$ cat src/rtl/demapPkg.sv
package demapPkg;
  typedef enum logic [1:0] {
    KIND_PAGE = 2'd0,
    KIND_CTX  = 2'd1,
    KIND_ALL  = 2'd2,
    KIND_BAD  = 2'd3
  } demapKind_e;

  typedef enum logic [1:0] {
    SEL_PRIMARY   = 2'd0,
    SEL_SECONDARY = 2'd1,
    SEL_RESERVED  = 2'd2,
    SEL_NUCLEUS   = 2'd3
  } ctxSel_e;

  // strobes from control to datapath
  typedef struct packed {
    logic capture;
    logic scanEn;
  } demapStrobe_t;

  localparam int KIND_LSB = 6;
  localparam int SEL_LSB  = 4;
  localparam int REAL_BIT = 9;
endpackage

$ cat src/rtl/demapCtrl.sv
module demapCtrl
  import demapPkg::*;
#(
  parameter int ENTRIES = 8,
  parameter int IDX_W   = $clog2(ENTRIES)
) (
  input  logic             clk,
  input  logic             rstN,
  input  logic             startStrobe,
  input  logic [1:0]       startKind,
  output demapStrobe_t     strobe,
  output logic [IDX_W-1:0] scanIdx,
  output logic             busy,
  output logic             done,
  output logic             cmdError
);
  typedef enum logic [1:0] {ST_IDLE, ST_SCAN, ST_FIN} ctrlState_e;

  localparam logic [IDX_W-1:0] LAST_IDX = IDX_W'(ENTRIES - 1);

  ctrlState_e state;
  logic       accept;
  logic       isBad;

  assign accept = startStrobe && (state != ST_SCAN);
  assign isBad  = (startKind == KIND_BAD);

  always_ff @(posedge clk) begin
    if (!rstN) begin
      state    <= ST_IDLE;
      scanIdx  <= '0;
      cmdError <= 1'b0;
    end else begin
      cmdError <= accept && isBad;
      case (state)
        ST_SCAN: begin
          if (scanIdx == LAST_IDX) begin
            state <= ST_FIN;
          end else begin
            scanIdx <= scanIdx + 1'b1;
          end
        end
        default: begin
          if (accept && !isBad) begin
            state   <= ST_SCAN;
            scanIdx <= '0;
          end else begin
            state <= ST_IDLE;
          end
        end
      endcase
    end
  end

  always_comb begin
    strobe.capture = accept && !isBad;
    strobe.scanEn  = (state == ST_SCAN);
  end

  assign busy = (state == ST_SCAN);
  assign done = (state == ST_FIN);
endmodule

$ cat src/rtl/demapStore.sv
module demapStore
  import demapPkg::*;
#(
  parameter int ENTRIES  = 8,
  parameter int VA_W     = 64,
  parameter int PAGE_LSB = 13,
  parameter int PART_W   = 3,
  parameter int CTX_W    = 13,
  parameter int IDX_W    = $clog2(ENTRIES),
  parameter int VPN_W    = VA_W - PAGE_LSB
) (
  input  logic              clk,
  input  logic              rstN,
  input  demapStrobe_t      strobe,
  input  logic [IDX_W-1:0]  scanIdx,
  input  logic [VA_W-1:0]   demapAddr,
  input  logic [PART_W-1:0] partId,
  input  logic [CTX_W-1:0]  primaryCtx,
  input  logic [CTX_W-1:0]  secondaryCtx,
  input  logic              loadEn,
  input  logic [IDX_W-1:0]  loadIdx,
  input  logic [VPN_W-1:0]  loadVpn,
  input  logic [PART_W-1:0] loadPart,
  input  logic [CTX_W-1:0]  loadCtx,
  input  logic              loadReal,
  input  logic              loadValid,
  input  logic [IDX_W-1:0]  probeIdx,
  output logic              probeValid
);
  // latched command
  demapKind_e        cmdKind;
  logic [VPN_W-1:0]  cmdVpn;
  logic              cmdReal;
  logic [PART_W-1:0] cmdPart;
  logic [CTX_W-1:0]  cmdCtx;
  logic              cmdIgnore;

  ctxSel_e           selNow;
  logic [CTX_W-1:0]  ctxNow;

  assign selNow = ctxSel_e'(demapAddr[SEL_LSB +: 2]);

  always_comb begin
    case (selNow)
      SEL_PRIMARY:   ctxNow = primaryCtx;
      SEL_SECONDARY: ctxNow = secondaryCtx;
      default:       ctxNow = '0;
    endcase
  end

  always_ff @(posedge clk) begin
    if (!rstN) begin
      cmdKind   <= KIND_PAGE;
      cmdVpn    <= '0;
      cmdReal   <= 1'b0;
      cmdPart   <= '0;
      cmdCtx    <= '0;
      cmdIgnore <= 1'b1;
    end else if (strobe.capture) begin
      cmdKind   <= demapKind_e'(demapAddr[KIND_LSB +: 2]);
      cmdVpn    <= demapAddr[VA_W-1:PAGE_LSB];
      cmdReal   <= demapAddr[REAL_BIT];
      cmdPart   <= partId;
      cmdCtx    <= ctxNow;
      cmdIgnore <= (selNow == SEL_RESERVED);
    end
  end

  // entry storage
  logic [VPN_W-1:0]  vpnArr  [ENTRIES];
  logic [PART_W-1:0] partArr [ENTRIES];
  logic [CTX_W-1:0]  ctxArr  [ENTRIES];
  logic              realArr [ENTRIES];
  logic              validArr[ENTRIES];

  logic partHit, ctxHit, pageHit, scanHit;

  always_comb begin
    partHit = (partArr[scanIdx] == cmdPart);
    ctxHit  = (ctxArr[scanIdx] == cmdCtx);
    pageHit = (vpnArr[scanIdx] == cmdVpn) && (realArr[scanIdx] == cmdReal);
    case (cmdKind)
      KIND_PAGE: scanHit = !cmdIgnore && partHit && ctxHit && pageHit;
      KIND_CTX:  scanHit = !cmdIgnore && partHit && ctxHit;
      KIND_ALL:  scanHit = partHit;
      default:   scanHit = 1'b0;
    endcase
  end

  logic loadOk;
  assign loadOk = loadEn && !strobe.scanEn;

  for (genvar e = 0; e < ENTRIES; e++) begin : g_entry
    localparam logic [IDX_W-1:0] MY_IDX = IDX_W'(e);

    always_ff @(posedge clk) begin
      if (!rstN) begin
        validArr[e] <= 1'b0;
      end else if (loadOk && loadIdx == MY_IDX) begin
        validArr[e] <= loadValid;
      end else if (strobe.scanEn && scanIdx == MY_IDX && scanHit) begin
        validArr[e] <= 1'b0;
      end
    end

    always_ff @(posedge clk) begin
      if (loadOk && loadIdx == MY_IDX) begin
        vpnArr[e]  <= loadVpn;
        partArr[e] <= loadPart;
        ctxArr[e]  <= loadCtx;
        realArr[e] <= loadReal;
      end
    end
  end

  assign probeValid = validArr[probeIdx];
endmodule

$ cat src/rtl/tlb_demap.sv
module tlb_demap
  import demapPkg::*;
#(
  parameter int ENTRIES  = 8,
  parameter int VA_W     = 64,
  parameter int PAGE_LSB = 13,
  parameter int PART_W   = 3,
  parameter int CTX_W    = 13,
  parameter int IDX_W    = $clog2(ENTRIES),
  parameter int VPN_W    = VA_W - PAGE_LSB
) (
  input  logic              clk,
  input  logic              rstN,
  input  logic              startStrobe,
  input  logic [VA_W-1:0]   demapAddr,
  input  logic [PART_W-1:0] partId,
  input  logic [CTX_W-1:0]  primaryCtx,
  input  logic [CTX_W-1:0]  secondaryCtx,
  input  logic              loadEn,
  input  logic [IDX_W-1:0]  loadIdx,
  input  logic [VPN_W-1:0]  loadVpn,
  input  logic [PART_W-1:0] loadPart,
  input  logic [CTX_W-1:0]  loadCtx,
  input  logic              loadReal,
  input  logic              loadValid,
  input  logic [IDX_W-1:0]  probeIdx,
  output logic              probeValid,
  output logic              busy,
  output logic              done,
  output logic              cmdError
);
  demapStrobe_t     strobe;
  logic [IDX_W-1:0] scanIdx;

  demapCtrl #(.ENTRIES(ENTRIES), .IDX_W(IDX_W)) u_ctrl (
    .clk        (clk),
    .rstN       (rstN),
    .startStrobe(startStrobe),
    .startKind  (demapAddr[KIND_LSB +: 2]),
    .strobe     (strobe),
    .scanIdx    (scanIdx),
    .busy       (busy),
    .done       (done),
    .cmdError   (cmdError)
  );

  demapStore #(
    .ENTRIES(ENTRIES), .VA_W(VA_W), .PAGE_LSB(PAGE_LSB),
    .PART_W(PART_W), .CTX_W(CTX_W), .IDX_W(IDX_W), .VPN_W(VPN_W)
  ) u_store (
    .clk         (clk),
    .rstN        (rstN),
    .strobe      (strobe),
    .scanIdx     (scanIdx),
    .demapAddr   (demapAddr),
    .partId      (partId),
    .primaryCtx  (primaryCtx),
    .secondaryCtx(secondaryCtx),
    .loadEn      (loadEn),
    .loadIdx     (loadIdx),
    .loadVpn     (loadVpn),
    .loadPart    (loadPart),
    .loadCtx     (loadCtx),
    .loadReal    (loadReal),
    .loadValid   (loadValid),
    .probeIdx    (probeIdx),
    .probeValid  (probeValid)
  );
endmodule

$ cat config.mk
export PLATFORM = sky130hd
export DESIGN_NAME = tlb_demap
export DESIGN_NICKNAME = d
export VERILOG_FILES = /design/src/rtl/demapPkg.sv /design/src/rtl/demapCtrl.sv /design/src/rtl/demapStore.sv /design/src/rtl/tlb_demap.sv
export SDC_FILE = /design/constraint.sdc
export NUM_CORES = 1
export LEC_CHECK = 0
export CAP_MARGIN = 20
export CORE_AREA = 2 2 294 238
export DETAILED_ROUTE_END_ITERATION = 8
export DIE_AREA = 0 0 296 240
export GPL_TIMING_DRIVEN = 0
export PLACE_DENSITY_LB_ADDON = 0.15
export RECOVER_POWER = 100
export SLEW_MARGIN = 10
export SYNTH_ARGS = -nofsm -noshare
export SYNTH_HDL_FRONTEND = slang
export SYNTH_SLANG_ARGS = --single-unit
$ cat constraint.sdc
create_clock -name clk -period 6.5 [get_ports clk]
set_clock_uncertainty 0.2 [all_clocks]
set_input_delay 0.975 -clock clk [delete_from_list [all_inputs] [get_ports clk]]
set_output_delay 0.975 -clock clk [all_outputs]
set_load 0.05 [all_outputs]
==> impl_metrics.py, run 1 <==
metrics = {
    "clocking": {
        "h-tree-depth": 3,
        "clockRootBuffer": "clkbuf_16",
        "insertion_delay_ps": 610,
        "postCtsSetupBuffers": 0,
        "cts_inserted_buffers": 67,
        "clkTransAtPathRegs_ps": 60,
        "ctsHoldBuffers": 0,
        "post_cts_resized": 0,
        "cts_tree": "built",
        "numClockSinks": 632,
        "clockBufferDepth": 3,
    },
    "critical_path": {
        "arrival_ps": 5430,
        "endpoint_kind": "register",
        "worstPathRequired_ps": 6550,
        "start_kind": "register",
        "crit_fanout": 10,
        "reg2reg_slack_ps": 1120,
        "worstSetupPathType": "register to register",
    },
    "yosys": {
        "synthCells": 1432,
        "async_flop_share_pct": 0,
        "yosysWarnings": 0,
        "synth_top_family_by_area": "multiplexers",
        "synth-simple-area-share_pct": 4.26,
        "synthMuxAreaShare_pct": 13.7,
        "syn_nets": 1610,
        "synth_ff_type": "edfxtp_1",
        "synth_xor_area_share_pct": 2.27,
        "synth_cell_types": 46,
        "synth_edf_count": 551,
        "syn_avg_cell_area_um2": 17.5,
        "seq_area_frac_synth_pct": 72.6,
        "netlist_area_mm2": 0.0250,
        "synth-compound-area-share_pct": 4.93,
        "synth_fa_ha_area_share_pct": 0.300,
        "ys_ff_latch": 632,
    },
    "cells_and_area": {
        "drive_gt1_share_pct": 13.1,
        "syn2layout_area_growth_pct": 19.7,
        "nFillCells": 6131,
        "nNetsFinal": 1860,
    },
    "routing": {
        "vias": 13600,
        "antenna_left": 0,
        "drcViolationCount": 0,
        "wl_mm": 67.6,
        "wl_per_cell_um": 25.4,
        "dr.pass1.iters": 5,
        "post_drt_via_cell_ratio": 5.12,
        "drtIter0Drc": 1079,
    },
    "sta": {
        "fmax_mhz": 186,
        "final.period_utilization_pct": 82.8,
        "relSlewSlack_pct": -61.2,
        "rsz0062_at_grt": "false",
        "tightestPinTransition_ps": 2400,
        "min_period_ps": 5380,
        "finalMaxSlewViolations": 309,
        "hold_violations": 0,
        "final-setup-viol-count": 0,
        "setup_ws_ps": 1120,
    },
    "floorplan": {
        "ioPinCount": 176,
        "die_y_um": 240,
        "coreArea_mm2": 0.0682,
        "chipWidth_um": 296,
        "fp-row-count": 86,
        "die-area_mm2": 0.0710,
        "start_util_pct": 36.7,
    },
    "grt": {
        "antenna_found_initial": 9,
        "grt_pass1_vias": 13800,
        "grt_max_degree": 40,
        "grt_overflow_total": 0,
        "top_usage_layer": "met2",
        "grt_use_total_pct": 19.2,
        "use_met1_pct": 28.6,
        "grt_util_met3_pct": 4.36,
        "grt_first_pass_wirelength_mm": 96.6,
        "met2_usage_pct": 28.8,
    },
    "placed_design": {
        "post-place-ws_ps": 1540,
        "place.port_buffers": 166,
        "routabilityCongestion": 0.781,
        "place_hpwl_mm": 44.0,
    },
    "power": {
        "p_per_area_mw_per_mm2": 290,
        "p_leak_nw": 9.45,
        "p_total_w": 0.00870,
        "ir_worst_vdd_mv": 0.184,
    },
    "hold_path": {
        "hp-class": "register to register",
    },
    "run": {
        "maxCapViolCount": 10,
    },
    "outcome": {
        "violations": "capacitance limit, slew limit",
        "outcome": "complete, but fails checks",
    },
}
## power breakdown
part           internal (W)  switching [W]
clock network       0.00206        0.00152
registers           0.00451      0.0000333
logic              0.000235       0.000346
## cell families after synthesis
logic type / after synthesis
mux: 249
compound gates: 156
xor+xnor: 65
simple gates: 233
buf+inv: 91
flops: 632
fa+ha+maj: 6
## path summary, 6_finish.rpt
path                           start                  end  cells after the start
setup / recovery            register  u_store.validArr[5]                     14
hold / removal    u_store.cmdVpn[34]   u_store.cmdVpn[34]                      2
setup reg to reg            register  u_store.validArr[5]                     14
hold reg to reg   u_store.cmdVpn[34]   u_store.cmdVpn[34]                      2
## through the flow
stage          utilization (%)  std cells  hold slack [ps]  area, um2  TNS (ps)
5_1_grt                   43.9       2655              291      30000         0
2_1_floorplan                -       1432              241      25000         0
4_1_cts                   44.3       2655              278      30200         0
6_report                  43.9       2657              275      30000         0
3_5_place_dp              41.4       2537              270      28200         0
3_3_place_gp              40.8       2522              263      27900   -145990
## worst max-delay path, stage by stage, from the launching register on
cell	delay, ps
dfxtp_1	420
buf_6	170
buf_4	240
buf_4	320
buf_4	290
buf_4	280
clkbuf_1	700
mux2i_1	170
a221oi_1	590
xor2_1	150
nor4_1	350
nand3_1	180
o31ai_4	350
nand2_2	150
o311ai_0	470
## routing by layer
layer	vias to the layer above	share of wire [%]
li1	6099	-
met1	7052	48
met2	364	44
met3	86	6.0
met4	2	1.5
met5	-	0.021
## state kept, by name, summed over array words and instances, names as in the netlist, 2 cells and up, named ones only
signal	count
u_ctrl.scanIdx	3
u_ctrl.state	2
u_store.cmdCtx	13
u_store.cmdKind	2
u_store.cmdPart	3
u_store.cmdVpn	51
u_store.ctxArr	104
u_store.partArr	24
u_store.realArr	8
u_store.validArr	8
u_store.vpnArr	408
## cell type report
| class | count | area [um2] | share of cell area [%] |
|---|---|---|---|
| sequential | 632 | 18200 | 60.6 |
| multi-input combinational | 709 | 6380 | 21.3 |
| clock buffer | 96 | 1890 | 6.30 |
| timing repair buffer | 181 | 1730 | 5.79 |
| tap | 924 | 1160 | 3.86 |
| buffer | 75 | 434 | 1.45 |
| clock inverter | 22 | 136 | 0.455 |
| inverter | 16 | 68.8 | 0.230 |
| antenna | 2 | 5.00 | 0.0167 |
## layout by cell type, fill, tap and decap left out, drive strengths merged, types with 2 or more instances in the layout
| cell | count |
|---|---|
| nand2 | 128 |
| edfxtp | 551 |
| ha | 6 |
| dlygate4sd3 | 77 |
| clkinvlp | 9 |
| nor2b | 22 |
| clkbuf | 145 |
| nor3 | 15 |
| mux2i | 174 |
| nand3 | 20 |
| nand2b | 4 |
| xnor2 | 24 |
| o221a | 2 |
| a21boi | 57 |
| and3 | 2 |
| a221oi | 28 |
| nor4 | 5 |
| a21oi | 18 |
| or3 | 2 |
| and2 | 5 |
| diode | 2 |
| a22o | 30 |
| mux4 | 74 |
| o311ai | 5 |
| o21ai | 3 |
| a22oi | 6 |
| dfxtp | 81 |
| clkdlybuf4s50 | 89 |
| nand4 | 7 |
| xor2 | 41 |
| nor2 | 17 |
| a21o | 3 |
| buf | 41 |
| inv | 11 |
| clkinv | 17 |
| or4 | 4 |
## cells in the mapped netlist (2+ instances only)
cell	count	area, um2
edfxtp_1	551	16500
mux2i_1	174	1740
nand2_1	127	477
dfxtp_1	81	1620
mux4_2	74	1670
a21boi_0	57	428
xor2_1	41	359
clkbuf_1	31	116
a22o_1	30	263
a221oi_1	28	245
xnor2_1	24	210
nor2b_1	22	138
nand3_1	20	100
buf_2	19	95.1
a21oi_1	18	90.1
inv_1	16	60.1
nor2_1	16	60.1
nor3_1	15	75.1
buf_4	10	75.1
buf_6	8	90.1
nand4_1	7	43.8
a22oi_1	6	45.0
ha_1	6	75.1
and2_1	5	31.3
buf_1	5	18.8
nor4_1	5	31.3
nand2b_1	4	25.0
o311ai_1	4	35.0
a21o_1	3	22.5
o21ai_0	3	15.0
or4_1	3	22.5
and3_1	2	12.5
buf_12	2	40.0
o221a_2	2	22.5
or3_1	2	12.5
(Power assumes the default switching activity.)
==> run 2: changes to the inputs <==
- clock period: 6.5 -> 4.6 ns (I/O delays scaled with it)
==> impl_metrics.py, run 2 (synthesized netlist as in run 1, its figures left out) <==
metrics = {
    "outcome": {
        "outcome": "complete, but fails checks",
        "violations": "capacitance limit, slew limit",
    },
    "floorplan": {
        "die_y_um": 240,
        "die-area_mm2": 0.0710,
        "fp-row-count": 86,
        "coreArea_mm2": 0.0682,
        "chipWidth_um": 296,
        "ioPinCount": 176,
        "start_util_pct": 36.7,
    },
    "routing": {
        "drtIter0Drc": 1058,
        "vias": 13600,
        "antenna_left": 0,
        "wl_per_cell_um": 25.5,
        "dr.pass1.iters": 5,
        "wl_mm": 67.8,
        "post_drt_via_cell_ratio": 5.12,
        "drcViolationCount": 0,
    },
    "cells_and_area": {
        "largest_reg_flops": 408,
        "syn2layout_area_growth_pct": 20.5,
        "mostFrequentLayoutCell": "edfxtp_1",
        "drive_gt1_share_pct": 13.9,
        "mostFrequentLayoutCells": "edfxtp_1, mux2i_1, nand2_1",
        "top_register": "u_store.vpnArr",
        "nNetsFinal": 1859,
        "nFillCells": 6102,
        "reg_top3": "u_store.vpnArr x408, u_store.ctxArr x104, u_store.cmdVpn x51",
    },
    "grt": {
        "antenna_found_initial": 9,
        "grt_first_pass_wirelength_mm": 96.8,
        "grt_pass1_vias": 13800,
        "grt_use_total_pct": 19.2,
        "grt_max_degree": 40,
        "grt_overflow_total": 0,
    },
    "placed_design": {
        "place_hpwl_mm": 44.0,
        "routabilityCongestion": 0.781,
        "place.port_buffers": 166,
    },
    "critical_path": {
        "crit_fanout": 10,
        "reg2reg_slack_ps": 140,
        "start_kind": "register",
        "worstPathRequired_ps": 4680,
        "endpoint_kind": "register",
        "arrival_ps": 4540,
        "worstSetupPathType": "register to register",
    },
    "sta": {
        "min_period_ps": 4460,
        "rsz0062_at_grt": "false",
        "hold_violations": 0,
        "tightestPinTransition_ps": 2180,
        "relSlewSlack_pct": -45.0,
        "finalMaxSlewViolations": 229,
        "finalSetupTns_ps": 0,
        "final.period_utilization_pct": 97.0,
        "fmax_mhz": 224,
        "final-setup-viol-count": 0,
    },
    "clocking": {
        "insertion_delay_ps": 610,
        "clkTransAtPathRegs_ps": 60,
        "numClockSinks": 632,
        "cts_tree": "built",
        "h-tree-depth": 3,
        "clockRootBuffer": "clkbuf_16",
        "ctsHoldBuffers": 0,
        "clockBufferDepth": 3,
        "cts_inserted_buffers": 67,
        "postCtsSetupBuffers": 0,
    },
    "power": {
        "ir_worst_vdd_mv": 0.260,
        "p_total_w": 0.0123,
        "p_per_area_mw_per_mm2": 408,
        "p_leak_nw": 9.50,
    },
    "hold_path": {
        "hp-class": "register to register",
    },
    "run": {
        "maxCapViolCount": 7,
    },
}
-- run 2: final cells by class --
type | instances | area, um2 | area share [%]
Antenna cell | 4 | 10.0 | 0.0332
Buffer | 74 | 509 | 1.69
Clock buffer | 96 | 1890 | 6.26
Clock inverter | 22 | 136 | 0.452
Inverter | 16 | 67.6 | 0.224
Multi-Input combinational cell | 709 | 6440 | 21.4
Sequential cell | 632 | 18200 | 60.2
Tap cell | 924 | 1160 | 3.83
Timing Repair Buffer | 181 | 1780 | 5.92
-- run 2: critical path, cell delays in order, from the launching register on --
cell,delay [ps]
dfxtp_1,310
buf_2,220
buf_4,270
buf_4,270
clkbuf_4,280
mux4_2,340
mux2i_2,280
xor2_1,320
nand3_1,110
or4_1,610
o31ai_4,380
nand2_2,160
o311ai_1,350
-- run 2: worst paths after layout --
check / start / endpoint / cells past startpoint
hold / removal: u_store.cmdVpn[34] / u_store.cmdVpn[34] / 2
hold reg to reg: u_store.cmdVpn[34] / u_store.cmdVpn[34] / 2
setup / recovery: register / u_store.validArr[6] / 12
setup reg to reg: register / u_store.validArr[6] / 12
-- run 2: routing by layer --
metal	track usage, %	vias up	wire length (um)
li1	-	6103	-
met1	28.5	7018	32600
met2	28.8	390	29800
met3	4.52	86	4380
met4	3.80	2	989
met5	0	-	14
-- run 2: where the power goes --
| group | total (W) | leakage (nW) | switching [W] | internal (W) |
|---|---|---|---|---|
| combinational | 0.000838 | 2.85 | 0.000496 | 0.000342 |
| sequential | 0.00642 | 5.66 | 0.0000473 | 0.00637 |
| clock | 0.00505 | 0.987 | 0.00215 | 0.00291 |
-- run 2: repair_timing --
action	in CTS	in global routing
endpoints found under the setup margin	8	5
gates resized for setup	18	25
pin swaps	1	2
-- run 2: stage by stage --
step | area [um2] | util (%) | hold WS [ps] | setup slack, ps | std cells
6_report | 30200 | 44.2 | 274 | 138 | 2658
5_1_grt | 30200 | 44.2 | 291 | 0.0990 | 2654
4_1_cts | 30300 | 44.4 | 278 | 48.1 | 2655
3_5_place_dp | 28200 | 41.4 | 270 | -362 | 2537
3_3_place_gp | 27900 | 40.8 | 263 | -3750 | 2522
2_1_floorplan | 25000 | - | 241 | 479 | 1432
